File: src/rtl/acc_read_pkg.sv
package acc_read_pkg;

  typedef enum logic [1:0] {
    SEL_WHOLE = 2'b00,
    SEL_EXT   = 2'b01,
    SEL_UPPER = 2'b10,
    SEL_LOWER = 2'b11
  } readSel_e;

  typedef enum logic [1:0] {
    SCL_NONE = 2'b00,
    SCL_DOWN = 2'b01,
    SCL_UP   = 2'b10,
    SCL_RSVD = 2'b11
  } scale_e;

  typedef struct packed {
    logic capture;
    logic whole;
    logic ext;
    logic upper;
    logic lower;
    logic shDown;
    logic shUp;
  } strobe_t;

endpackage

File: src/rtl/acc_read_ctrl.sv
module acc_read_ctrl
  import acc_read_pkg::*;
(
  input  logic       readEn,
  input  logic [1:0] readSel,
  input  logic [1:0] scaleMode,
  output strobe_t    stb
);

  readSel_e selDec;
  scale_e   sclDec;

  always_comb begin
    selDec = readSel_e'(readSel);
    sclDec = scale_e'(scaleMode);
    stb = '0;
    stb.capture = readEn;
    unique case (selDec)
      SEL_WHOLE: stb.whole = readEn;
      SEL_EXT:   stb.ext   = readEn;
      SEL_UPPER: stb.upper = readEn;
      SEL_LOWER: stb.lower = readEn;
      default:   stb.whole = readEn;
    endcase
    // scaling only matters for the whole-accumulator view
    stb.shDown = readEn && (selDec == SEL_WHOLE) && (sclDec == SCL_DOWN);
    stb.shUp   = readEn && (selDec == SEL_WHOLE) && (sclDec == SCL_UP);
  end


  always_comb begin
    shift_dir_chk: assert (!(stb.shDown && stb.shUp))
      else $error("both shift directions strobed");
  end

endmodule

File: src/rtl/acc_read_dpath.sv
module acc_read_dpath
  import acc_read_pkg::*;
#(
  parameter int WORD_W = 24,
  parameter int EXT_W  = 8
) (
  input  logic                          clk,
  input  logic                          rst_n,
  input  logic                          accLoad,
  input  logic [EXT_W+2*WORD_W-1:0]     accIn,
  input  strobe_t                       stb,
  output logic [WORD_W-1:0]             busWord,
  output logic                          limitFlag,
  output logic                          busValid,
  output logic [EXT_W+2*WORD_W-1:0]     accValue
);

  localparam int ACC_W   = EXT_W + 2 * WORD_W;
  localparam int GUARD_W = EXT_W + 1;
  localparam int WIN_TOP = 2 * WORD_W - 1;
  localparam logic [WORD_W-1:0] MAX_POS = {1'b0, {(WORD_W-1){1'b1}}};
  localparam logic [WORD_W-1:0] MAX_NEG = {1'b1, {(WORD_W-1){1'b0}}};

  logic [ACC_W-1:0]   accReg;
  logic [ACC_W-1:0]   shifted;
  logic [GUARD_W-1:0] guard;
  logic               lostSign;
  logic               limitHit;
  logic [WORD_W-1:0]  window;
  logic [WORD_W-1:0]  clampVal;
  logic [WORD_W-1:0]  extWord;
  logic [WORD_W-1:0]  nextWord;

  // extension view, sign-extended when narrower than a word
  generate
    if (EXT_W < WORD_W) begin : g_extPad
      assign extWord = {{(WORD_W-EXT_W){accReg[ACC_W-1]}}, accReg[ACC_W-1 -: EXT_W]};
    end else begin : g_extTrim
      assign extWord = accReg[ACC_W-1 -: WORD_W];
    end
  endgenerate

  always_comb begin
    shifted = accReg;
    if (stb.shDown)    shifted = {accReg[ACC_W-1], accReg[ACC_W-1:1]};
    else if (stb.shUp) shifted = {accReg[ACC_W-2:0], 1'b0};
    guard    = shifted[ACC_W-1 -: GUARD_W];
    lostSign = stb.shUp && (accReg[ACC_W-1] != accReg[ACC_W-2]);
    limitHit = stb.whole && (lostSign || !((guard == '0) || (guard == '1)));
    window   = shifted[WIN_TOP -: WORD_W];
    clampVal = accReg[ACC_W-1] ? MAX_NEG : MAX_POS;
    nextWord = window;
    if (stb.ext)        nextWord = extWord;
    else if (stb.upper) nextWord = accReg[WIN_TOP -: WORD_W];
    else if (stb.lower) nextWord = accReg[WORD_W-1:0];
    else if (limitHit)  nextWord = clampVal;
  end

  always_ff @(posedge clk) begin
    if (!rst_n) begin
      accReg    <= '0;
      busWord   <= '0;
      limitFlag <= 1'b0;
      busValid  <= 1'b0;
    end else begin
      if (accLoad) accReg <= accIn;
      busValid <= stb.capture;
      if (stb.capture) begin
        busWord   <= nextWord;
        limitFlag <= limitHit;
      end
    end
  end

  assign accValue = accReg;


  clamp_value_chk: assert property (@(posedge clk) disable iff (!rst_n)
    limitFlag |-> (busWord == MAX_POS || busWord == MAX_NEG));


  subview_nolimit_chk: assert property (@(posedge clk) disable iff (!rst_n)
    (stb.capture && !stb.whole) |=> !limitFlag);


  acc_hold_chk: assert property (@(posedge clk) disable iff (!rst_n)
    !accLoad |=> $stable(accValue));


  bus_hold_chk: assert property (@(posedge clk) disable iff (!rst_n)
    !stb.capture |=> ($stable(busWord) && $stable(limitFlag)));


  valid_pulse_chk: assert property (@(posedge clk) disable iff (!rst_n)
    stb.capture |=> busValid);

endmodule

File: src/rtl/acc_read_limiter.sv
module acc_read_limiter
  import acc_read_pkg::*;
#(
  parameter int WORD_W = 24,
  parameter int EXT_W  = 8
) (
  input  logic                      clk,
  input  logic                      rst_n,
  input  logic                      accLoad,
  input  logic [EXT_W+2*WORD_W-1:0] accIn,
  input  logic                      readEn,
  input  logic [1:0]                readSel,
  input  logic [1:0]                scaleMode,
  output logic [WORD_W-1:0]         busWord,
  output logic                      limitFlag,
  output logic                      busValid,
  output logic [EXT_W+2*WORD_W-1:0] accValue
);

  strobe_t stb;

  acc_read_ctrl u_ctrl (
    .readEn    (readEn),
    .readSel   (readSel),
    .scaleMode (scaleMode),
    .stb       (stb)
  );

  acc_read_dpath #(.WORD_W(WORD_W), .EXT_W(EXT_W)) u_dpath (
    .clk       (clk),
    .rst_n     (rst_n),
    .accLoad   (accLoad),
    .accIn     (accIn),
    .stb       (stb),
    .busWord   (busWord),
    .limitFlag (limitFlag),
    .busValid  (busValid),
    .accValue  (accValue)
  );

endmodule

File: config.mk
export PLATFORM = sky130hd
export DESIGN_NAME = acc_read_limiter
export DESIGN_NICKNAME = d
export VERILOG_FILES = /design/src/rtl/acc_read_pkg.sv /design/src/rtl/acc_read_ctrl.sv /design/src/rtl/acc_read_dpath.sv /design/src/rtl/acc_read_limiter.sv
export SDC_FILE = /design/constraint.sdc
export NUM_CORES = 1
export LEC_CHECK = 0
export ABC_CLOCK_PERIOD_IN_PS = 6600
export BUFFER_PORTS_ARGS = -buffer_cell sky130_fd_sc_hd__clkbuf_2
export CAP_MARGIN = 10
export CORE_UTILIZATION = 30
export CTS_CLUSTER_DIAMETER = 30
export CTS_CLUSTER_SIZE = 24
export DETAILED_ROUTE_END_ITERATION = 16
export HOLD_SLACK_MARGIN = 0.02
export PLACE_DENSITY = 0.52
export SYNTH_ARGS = -nofsm -noshare
export SYNTH_HDL_FRONTEND = slang
export SYNTH_SLANG_ARGS = --single-unit
File: constraint.sdc
create_clock -name clk -period 6.6 [get_ports clk]
set_clock_uncertainty 0.05 [all_clocks]
set_input_delay 0.33 -clock clk [delete_from_list [all_inputs] [get_ports clk]]
set_output_delay 0.33 -clock clk [all_outputs]
set_load 0.1 [all_outputs]
==> summary.md, run 1 <==
| Metric | Value |
|---|---|
| Reg2reg setup slack | 3770 ps |
| Clock power share | 32.8% |
| WP buf/inv | 1 |
| Seq pwr share | 37.1% |
| Slowest cell on the critical path | clkbuf_2 |
| Die area | 15500 um^2 |
| Initial DRC Count | 458 |
| Synth top area cells | dfxtp_1 37%, mux2i_1 14%, nor2b_1 8.9% |
| Mapped Cells | 553 |
| Count of cell types in the netlist | 36 |
| Detailed-route via count | 4614 |
| Gpl congestion | 0.836 |
| Pwr Density | 277 nW/um^2 |
| Synth cell count leaders | 87 x nand2_1, 82 x dfxtp_1, 64 x nor2b_1 |
| Status | complete, no violations |
| #FFs+latches synth | 82 |
| Most common cell in the netlist | nand2_1 |
| Final Max Slew Viols | 0 |
| Detail Route Antenna Nets | 0 |
| Ant. Diodes | 0 |
| Post-Layout Cell Count | 850 |
| Synth warn | 0 |
| Setup TNS Final | 0 ps |
| Initial antenna violation count | 0 |
| Peak supply drop | 0.000121 V |
| CTS Hold Buffers Added | 0 |
| Worst EP arrival | 3800 ps |
| Ys async rst share | 0% |
| IO buf count | 145 |
| Final wirelength | 14700 um |
| GRT Resource Usage Total | 18.9% |
| Switching power | 604 uW |
| WHS | 193 ps |
| Cell Area, Placed | 5290 um^2 |
| Share of layout cells above drive strength 1 | 25.4% |
| Global-route wire length before repair | 23300 um |
| Mapped Nets | 617 |
| Syn Area/Cell | 8.12 um^2 |
| Die width | 124 um |
| Core Region | 14600 um^2 |
| Initial Util | 30.8% |
| Post-layout min period | 3610 ps |
| DR DRC count | 0 |
| Boundary Pins | 146 |
| HP Class | primary input to register |
| Final Hold Fails | 0 |
| Relative slew slack | 30.7% |
| Worst-path fanout max | 52 |
| CP required | 6790 ps |
| P_leak | 0.00241 uW |
| Clk sink count | 82 |
| Largest net degree at the start of global routing | 84 |
| Synthesized cell area | 4490 um^2 |
| Period utilisation layout | 54.7% |
| Clk pin slew, worst setup/hold paths | 60 ps |
| Vias in the first global route | 4303 |
| Startpoint Class | primary input |
| WL/cell | 17.3 um |
| RSZ-0062 raised after global routing | no |
| Worst Tran Pin Value | 1040 ps |
| DIE HEIGHT | 124 um |
| HPWL after DPL | 9980 um |
| Switching Share | 39.1% |
| CTS tree | built |
| Dominant synthesized flop cell | dfxtp_1 |
| Post-CTS Setup Bufs | 0 |
| Fmax achieved | 277 MHz |
| Drt first pass iters | 6 |
| Vias per std cell | 5.43 |
| Number of synthesized flops with an enable pin | 0 |
| Place WS | 2670 ps |
| Post-route cell area | 5580 um^2 |
| Register area share after synthesis | 36.5% |
| Critical Path Sink Type | register |
| Cell internal pwr | 942 uW |
| # H-tree levels | 3 |
| Root Buffer | clkbuf_16 |
| Setup ws final | 2990 ps |
| Final setup fails | 0 |
| CP cell instances | clkbuf_2 -> nor3b_2 -> a21oi_1 -> a221oi_1 -> nand4_1 -> o211ai_1 -> nand3_1 -> o32ai_1 |
| Combinational share of power | 30.1% |
| Max stage delay on crit path | 680 ps |
| Area grow syn2layout | 24.3% |
| Worst Setup Path Type | primary input to register |
| Cell family with most CP delay | compound AO/OA/AOI/OAI gates |
| Grt ovf | 0 |
| Core Rows | 44 |
| Clock Latency Late Sink | 350 ps |
| Yosys top cell area share | 36.5% |
| Clock Tree Buf Depth | 2 |
| CTS resizes | 0 |
| Yosys top cell by area | dfxtp_1 |
| Num CTS Buffers | 9 |
| Final-stage net count | 727 |
| Maxcap violations | 0 |
| Dpl cells | 836 |
kinds of logic (layout without fill, tap and decap cells):
logic type	after synthesis	after routing	synth area share (%)
AOI/OAI and AO/OA	162	162	23.6
DFF	82	82	36.5
buffers and inverters	58	171	5.10
and+or+nand+nor	190	190	21.2
muxes	61	61	13.6
state kept, by name (all words and copies together) (netlist names):
register	cells
u_dpath.accValue	56
u_dpath.busValid	1
u_dpath.busWord	24
u_dpath.limitFlag	1
per-stage QoR:
step | total power [uW] | utilization [%]
2_1_floorplan | 952 | -
3_3_place_gp | 1040 | 36.3
3_5_place_dp | 1050 | 36.3
4_1_cts | 1560 | 38.3
5_1_grt | 1610 | 38.3
6_report | 1550 | 38.3
cell type report:
| type | instances | area (um^2) |
|---|---|---|
| sequential | 82 | 1640 |
| clock inverter | 2 | 37.5 |
| clock buffer | 12 | 256 |
| fill | 1509 | 9000 |
| tap | 184 | 230 |
| inverter | 8 | 30.0 |
| timing repair buffer | 149 | 758 |
| multi-input combinational | 413 | 2630 |
worst paths after layout:
| check | cells past startpoint | startpoint | end |
|---|---|---|---|
| max | 8 | readEn | u_dpath.busWord[13]$_SDFFE_PN0P_ |
| min reg2reg | 2 | u_dpath.busWord[23]$_SDFFE_PN0P_ | u_dpath.busWord[23]$_SDFFE_PN0P_ |
| max reg2reg | 6 | u_dpath.accValue[52]$_SDFFE_PN0P_ | u_dpath.busWord[13]$_SDFFE_PN0P_ |
| min | 3 | accIn[46] | u_dpath.accValue[46]$_SDFFE_PN0P_ |
per-layer routing:
metal	wire length (um)	GRT usage, %	share of wire [%]	vias to the layer above
met1	6620	25.7	45	2135
li1	-	-	-	2217
met3	1110	4.42	7.5	34
met4	316	7.87	2.1	0
met2	6670	28.6	45	228
met5	0	0	0	-
layout by cell type (no fill, tap or decap), types with 9 or more instances in the layout:
cell / instances
a2111oi_0: 13
a21oi_1: 45
a22oi_1: 14
a31oi_1: 10
clkbuf_16: 9
clkbuf_2: 144
dfxtp_1: 82
mux2i_1: 61
nand2_1: 87
nor2_1: 16
nor2b_1: 64
o21ai_0: 33
o32ai_1: 13
power groups by stage:
stage                     logic, uW  registers (uW)  clock network, uW
after floorplan                 134             817                  0
after global placement          461             584                  0
after detailed placement        465             584                  0
after CTS                       466             573                521
after global routing            488             579                540
final                           465             574                508
worst min-delay path, cell delays in order:
cell and delay [ps]:
clkbuf_2 70, mux2i_1 60, nor2b_1 90
(Power assumes the default switching activity.)
==> inputs of run 2 (changes only) <==
--- a/config.mk
+++ b/config.mk
@@ -5,7 +5,7 @@
 export SDC_FILE = /design/constraint.sdc
 export NUM_CORES = 1
 export LEC_CHECK = 0
-export ABC_CLOCK_PERIOD_IN_PS = 6600
+export ABC_CLOCK_PERIOD_IN_PS = 3400
 export BUFFER_PORTS_ARGS = -buffer_cell sky130_fd_sc_hd__clkbuf_2
 export CAP_MARGIN = 10
 export CORE_UTILIZATION = 30
==> constraint.sdc (replaced) <==
create_clock -name clk -period 3.4 [get_ports clk]
set_clock_uncertainty 0.05 [all_clocks]
set_input_delay 0.17 -clock clk [delete_from_list [all_inputs] [get_ports clk]]
set_output_delay 0.17 -clock clk [all_outputs]
set_load 0.1 [all_outputs]
==> run 2 against run 1 <==
Effect of this change: clock power up 99%; non-clock buffer count up 10; first-iteration DRC count shrank 29%; register-to-register slack got worse by 3300 ps; wire length rose by 1.6%; final cell count rose by 1.4%; global-route usage grew 0.45 points; via count shrank 1.1%; cell area increased by 1.6%; power is 96% higher; die area unchanged; clock-buffer cell count unchanged.
==> summary.md, run 2 (same netlist as run 1, synthesis figures left out) <==
| Metric | Value |
|---|---|
| CP required | 3590 ps |
| HPWL after DPL | 10400 um |
| Detailed-route via count | 4562 |
| Fmax achieved | 343 MHz |
| GRT Resource Usage Total | 19.4% |
| Root Buffer | clkbuf_16 |
| Num CTS Buffers | 9 |
| Fillers | 1515 |
| DIE HEIGHT | 124 um |
| Initial DRC Count | 326 |
| Post-CTS Setup Bufs | 0 |
| Area grow syn2layout | 26.3% |
| Worst Tran Pin Value | 954 ps |
| Core Rows | 44 |
| Hold Path Depth | 3 |
| Initial antenna violation count | 0 |
| Peak supply drop | 0.000236 V |
| Worst EP arrival | 3100 ps |
| Status | complete, no violations |
| IO buf count | 145 |
| Worst-path fanout max | 12 |
| HP Class | primary input to register |
| Post-layout min period | 2910 ps |
| Final wirelength | 14900 um |
| Fin util | 38.9% |
| Final Hold Fails | 0 |
| Drt first pass iters | 5 |
| Hold path endpoint | u_dpath.accValue[46]$_SDFFE_PN0P_ |
| Storage cell area | 1640 um^2 |
| WL/cell | 17.3 um |
| Period utilisation layout | 85.6% |
| Vias in the first global route | 4375 |
| Final-stage net count | 737 |
| Ant. Diodes | 0 |
| DR DRC count | 0 |
| Cell family with most CP delay | compound AO/OA/AOI/OAI gates |
| Commonest non-fill, non-tap cell in the layout | clkbuf_2 |
| Reg2reg end | u_dpath.busWord[15]$_SDFFE_PN0P_ |
| Clk pin slew, worst setup/hold paths | 70 ps |
| Pwr Density | 535 nW/um^2 |
| Reg2reg setup slack | 490 ps |
| Global-route wire length before repair | 23800 um |
| Clock Latency Late Sink | 350 ps |
| Clock Tree Buf Depth | 2 |
| Startpoint Class | register |
| RSZ-0062 raised after global routing | no |
| Grt ovf | 0 |
| Reg2Reg Depth | 7 |
| Hold path startpoint | accIn[46] |
| Critical Path Sink Type | register |
| Detail Route Antenna Nets | 0 |
| # H-tree levels | 3 |
| Slowest cell on the critical path | a211oi_2 |
| Clk sink count | 82 |
| Reg2Reg Launch Point | u_dpath.accValue[52]$_SDFFE_PN0P_ |
| Initial Util | 30.8% |
| CTS tree | built |
| Largest net degree at the start of global routing | 59 |
| Final setup fails | 0 |
| Maxcap violations | 0 |
| Setup TNS Final | 0 ps |
| Die area | 15500 um^2 |
| Vias per std cell | 5.29 |
| Worst Setup Path Type | register to register |
| Area of the multi-input gates | 2630 um^2 |
| Max stage delay on crit path | 750 ps |
| Largest register FFs | 56 |
| Final Max Slew Viols | 0 |
| Core Region | 14600 um^2 |
| Die width | 124 um |
| Gpl congestion | 0.898 |
| CP cell instances | inv_1 -> a221oi_1 -> nor4_2 -> a211oi_2 -> buf_4 -> a2111oi_0 -> o32ai_1 |
| Boundary Pins | 146 |
| Most frequent cells in the layout | 144 x clkbuf_2, 87 x nand2_1, 82 x dfxtp_1, 64 x nor2b_1, 61 x mux2i_1 |
| Relative slew slack | 36.4% |
| WP buf/inv | 2 |
| P_leak | 0.00247 uW |
| Share of layout cells above drive strength 1 | 26.4% |
-- run 2: area by class of cell --
cell class	instances	area share, %
Inverter	8	0.529
Timing Repair Buffer	159	14.8
Sequential cell	82	28.9
Clock inverter	4	0.860
Tap cell	184	4.06
Clock buffer	12	4.52
Multi-Input combinational cell	413	46.3
-- run 2: routing by layer --
metal	wire length, um	share of wire (%)	vias to the layer above	track usage (%)
li1	-	-	2236	-
met2	6510	44	173	28.8
met1	7400	50	2136	27.8
met4	272	1.8	0	7.94
met5	0	0	-	0
met3	759	5.1	17	2.92
-- run 2: power by group --
part / leakage (uW) / switching (uW) / internal, uW
Sequential: 0.000678 / 84.9 / 1030
Combinational: 0.00164 / 707 / 205
Clock: 0.000153 / 402 / 610
-- run 2: worst max-delay path by stage --
stage | slack, ps | end | startpoint | cells past startpoint
floorplan | 620 | u_dpath.busWord[21]$_SDFFE_PN0P_ | u_dpath.accValue[52]$_SDFFE_PN0P_ | 7
global placement | 230 | u_dpath.busWord[22]$_SDFFE_PN0P_ | readSel[1] | 10
detailed placement | 180 | u_dpath.busWord[21]$_SDFFE_PN0P_ | readSel[1] | 10
CTS | 460 | u_dpath.busWord[19]$_SDFFE_PN0P_ | u_dpath.accValue[52]$_SDFFE_PN0P_ | 7
global route | 310 | u_dpath.busWord[21]$_SDFFE_PN0P_ | u_dpath.accValue[52]$_SDFFE_PN0P_ | 7
finish | 490 | u_dpath.busWord[15]$_SDFFE_PN0P_ | u_dpath.accValue[52]$_SDFFE_PN0P_ | 7
-- run 2: worst min-delay path, delay by kind of cell --
kind	cells	cell delay (ps)
buf+inv	1	80
mux	1	50
simple gates	1	90
-- run 2: metrics by stage --
| stage | hold WS, ps | area, um^2 | std cells | total power [uW] | setup WS [ps] |
|---|---|---|---|---|---|
| 2_1_floorplan | 270 | 4490 | 553 | 1850 | 620 |
| 5_1_grt | 32.8 | 5680 | 862 | 3160 | 306 |
| 3_3_place_gp | 374 | 5350 | 844 | 2040 | 232 |
| 4_1_cts | 21.1 | 5680 | 862 | 3080 | 462 |
| 6_report | 31.9 | 5680 | 862 | 3040 | 488 |
| 3_5_place_dp | 384 | 5350 | 844 | 2040 | 181 |
-- run 2: repair_timing --
action                                 4_1_cts  5_1_grt
gates resized for setup                      0        0
hold buffers                                 2        0
endpoints found under the hold margin        2        0
==> inputs of run 3 (changes only) <==
--- a/config.mk
+++ b/config.mk
@@ -8,12 +8,13 @@
 export ABC_CLOCK_PERIOD_IN_PS = 3400
 export BUFFER_PORTS_ARGS = -buffer_cell sky130_fd_sc_hd__clkbuf_2
 export CAP_MARGIN = 10
-export CORE_UTILIZATION = 30
+export CORE_UTILIZATION = 28
 export CTS_CLUSTER_DIAMETER = 30
 export CTS_CLUSTER_SIZE = 24
 export DETAILED_ROUTE_END_ITERATION = 16
 export HOLD_SLACK_MARGIN = 0.02
-export PLACE_DENSITY = 0.52
+export PLACE_DENSITY = 0.49
+export RECOVER_POWER = 100
 export SYNTH_ARGS = -nofsm -noshare
 export SYNTH_HDL_FRONTEND = slang
 export SYNTH_SLANG_ARGS = --single-unit
==> run 3 against run 2 <==
Effect of this change: the flow now finishes with violations (max-capacitance violations, max-slew violations); final cell count increased by 3.0%; critical path depth increased by 2; die area rose by 7.0%; power is 4.8% lower; sequential power about the same; clock power is 12% lower; global-route usage shrank 1.0 points; via count down 0.85%; first-iteration DRC count is 1.5% higher; sequential share of layout area up 0.65 points; clock-buffer cell count fell by 2; core utilization decreased by 2.9 points.
==> summary.md, run 3 (same netlist as run 1, synthesis figures left out) <==
| Metric | Value |
|---|---|
| Gpl congestion | 0.824 |
| Post-Layout Cell Count | 888 |
| Num CTS Buffers | 9 |
| Share of layout cells above drive strength 1 | 13.9% |
| Clk pin slew, worst setup/hold paths | 60 ps |
| Core Rows | 45 |
| CTS Hold Buffers Added | 2 |
| Global-route wire length before repair | 23200 um |
| Fmax achieved | 344 MHz |
| Die area | 16600 um^2 |
| Detail Route Antenna Nets | 0 |
| DIE HEIGHT | 129 um |
| Post-layout min period | 2900 ps |
| Clock Latency Late Sink | 350 ps |
| # H-tree levels | 3 |
| Worst EP arrival | 3070 ps |
| Largest register FFs | 56 |
| Final wirelength | 14900 um |
| Worst Setup Path Type | primary input to register |
| Detailed-route via count | 4523 |
| RSZ-0062 raised after global routing | no |
| Violated checks | max-capacitance violations, max-slew violations |
| Clock Tree Buf Depth | 2 |
| Area grow syn2layout | 23.5% |
| Boundary Pins | 146 |
| P_leak | 0.00218 uW |
| Largest net degree at the start of global routing | 59 |
| CP cell instances | clkbuf_2 -> or3b_1 -> nor2_1 -> a221oi_1 -> nor4_1 -> a211oi_2 -> buf_4 -> a2111oi_0 -> o32ai_1 |
| DR DRC count | 0 |
| Area of the multi-input gates | 2620 um^2 |
| Pwr Density | 521 nW/um^2 |
| Initial Util | 29.1% |
| Root Buffer | clkbuf_16 |
| Dpl cells | 871 |
| Cell Area, Placed | 5380 um^2 |
| Startpoint Class | primary input |
| Fillers | 1717 |
| GRT Resource Usage Total | 18.4% |
| Slowest cell on the critical path | or3b_1 |
| Clk sink count | 82 |
| CTS tree | built |
| Ant. Diodes | 0 |
| Worst Tran Pin Value | 1840 ps |
| Final Hold Fails | 0 |
| Status | finished with violations |
| Post-route cell area | 5550 um^2 |
| Core Region | 15400 um^2 |
| Period utilisation layout | 85.4% |
| Maxcap violations | 1 |
| Grt ovf | 0 |
| Commonest non-fill, non-tap cell in the layout | nand2_1 |
| Vias in the first global route | 4182 |
| Initial antenna violation count | 0 |
| HP Class | primary input to register |
| CTS resizes | 0 |
| Most frequent cells in the layout | 87 x nand2_1, 83 x clkbuf_1, 82 x dfxtp_1, 64 x nor2b_1, 63 x clkbuf_2 |
| Reg2reg setup slack | 590 ps |
| Post-CTS Setup Bufs | 0 |
| Worst-path fanout max | 16 |
| WL/cell | 16.8 um |
| Die width | 129 um |
| Max stage delay on crit path | 550 ps |
| Drt first pass iters | 5 |
| Final-stage net count | 737 |
| HPWL after DPL | 10500 um |
| Relative slew slack | -22.8% |
| CP required | 3570 ps |
| Final setup fails | 0 |
| Peak supply drop | 0.000242 V |
| Vias per std cell | 5.09 |
| Initial DRC Count | 331 |
| Setup TNS Final | 0 ps |
| IO buf count | 145 |
| Storage cell area | 1640 um^2 |
| Final Max Slew Viols | 57 |
| Critical Path Sink Type | register |
==> run 3: changes by cell type in the layout (fill, tap and decap cells not counted) <==
cell / delta
buf_4: -1
bufinv_16: -1
clkbuf_1: +82
clkbuf_2: -81
clkbuf_8: -2
clkinv_2: +1
clkinvlp_4: +1
nor2_1: +1
nor2_2: -1
nor4_1: +1
nor4_2: -1
==> run 3: through the flow <==
step	utilization, %	hold WS (ps)	worst slack, ps	total power (uW)
after global placement	34.9	376	370	2040
after CTS	36.7	21.2	579	2950
after detailed placement	34.9	387	374	2040
after floorplan	-	270	620	1850
final	36.0	32.4	496	2890
after global routing	36.0	29.9	256	3030
==> run 3: report_power, final <==
part / internal (uW) / total (uW) / leakage [uW] / switching, uW
Combinational: 191 / 893 / 0.00137 / 702
Clock: 489 / 887 / 0.000128 / 398
Sequential: 1030 / 1110 / 0.000678 / 83.6
Total: 1710 / 2890 / 0.00218 / 1180
==> run 3: metal layers <==
layer / part of all wire (%) / GRT usage, %
met5: 0 / 0
met4: 1.3 / 7.27
met3: 6.4 / 3.20
met2: 43 / 26.5
met1: 50 / 26.8
==> run 3: final timing paths <==
kind | from | to | cells past startpoint
worst max-delay path | readSel[1] | u_dpath.busWord[20]$_SDFFE_PN0P_ | 9
worst min-delay path | accIn[16] | u_dpath.accValue[16]$_SDFFE_PN0P_ | 3
worst max register to register | u_dpath.accValue[53]$_SDFFE_PN0P_ | u_dpath.busWord[15]$_SDFFE_PN0P_ | 7
worst min register to register | u_dpath.accValue[19]$_SDFFE_PN0P_ | u_dpath.accValue[19]$_SDFFE_PN0P_ | 2
==> run 3: layout make-up <==
cell class | count | area share (%)
clock buffer | 10 | 4.13
clock inverter | 5 | 0.564
inverter | 8 | 0.541
multi-input combinational | 413 | 47.2
sequential | 82 | 29.6
tap | 211 | 4.76
timing repair buffer | 159 | 13.2
==> run 3: critical path: cells and delay by family <==
kind            cells  cell delay [ps]
simple gates        3             1490
compound gates      4              980
buf+inv             2              430
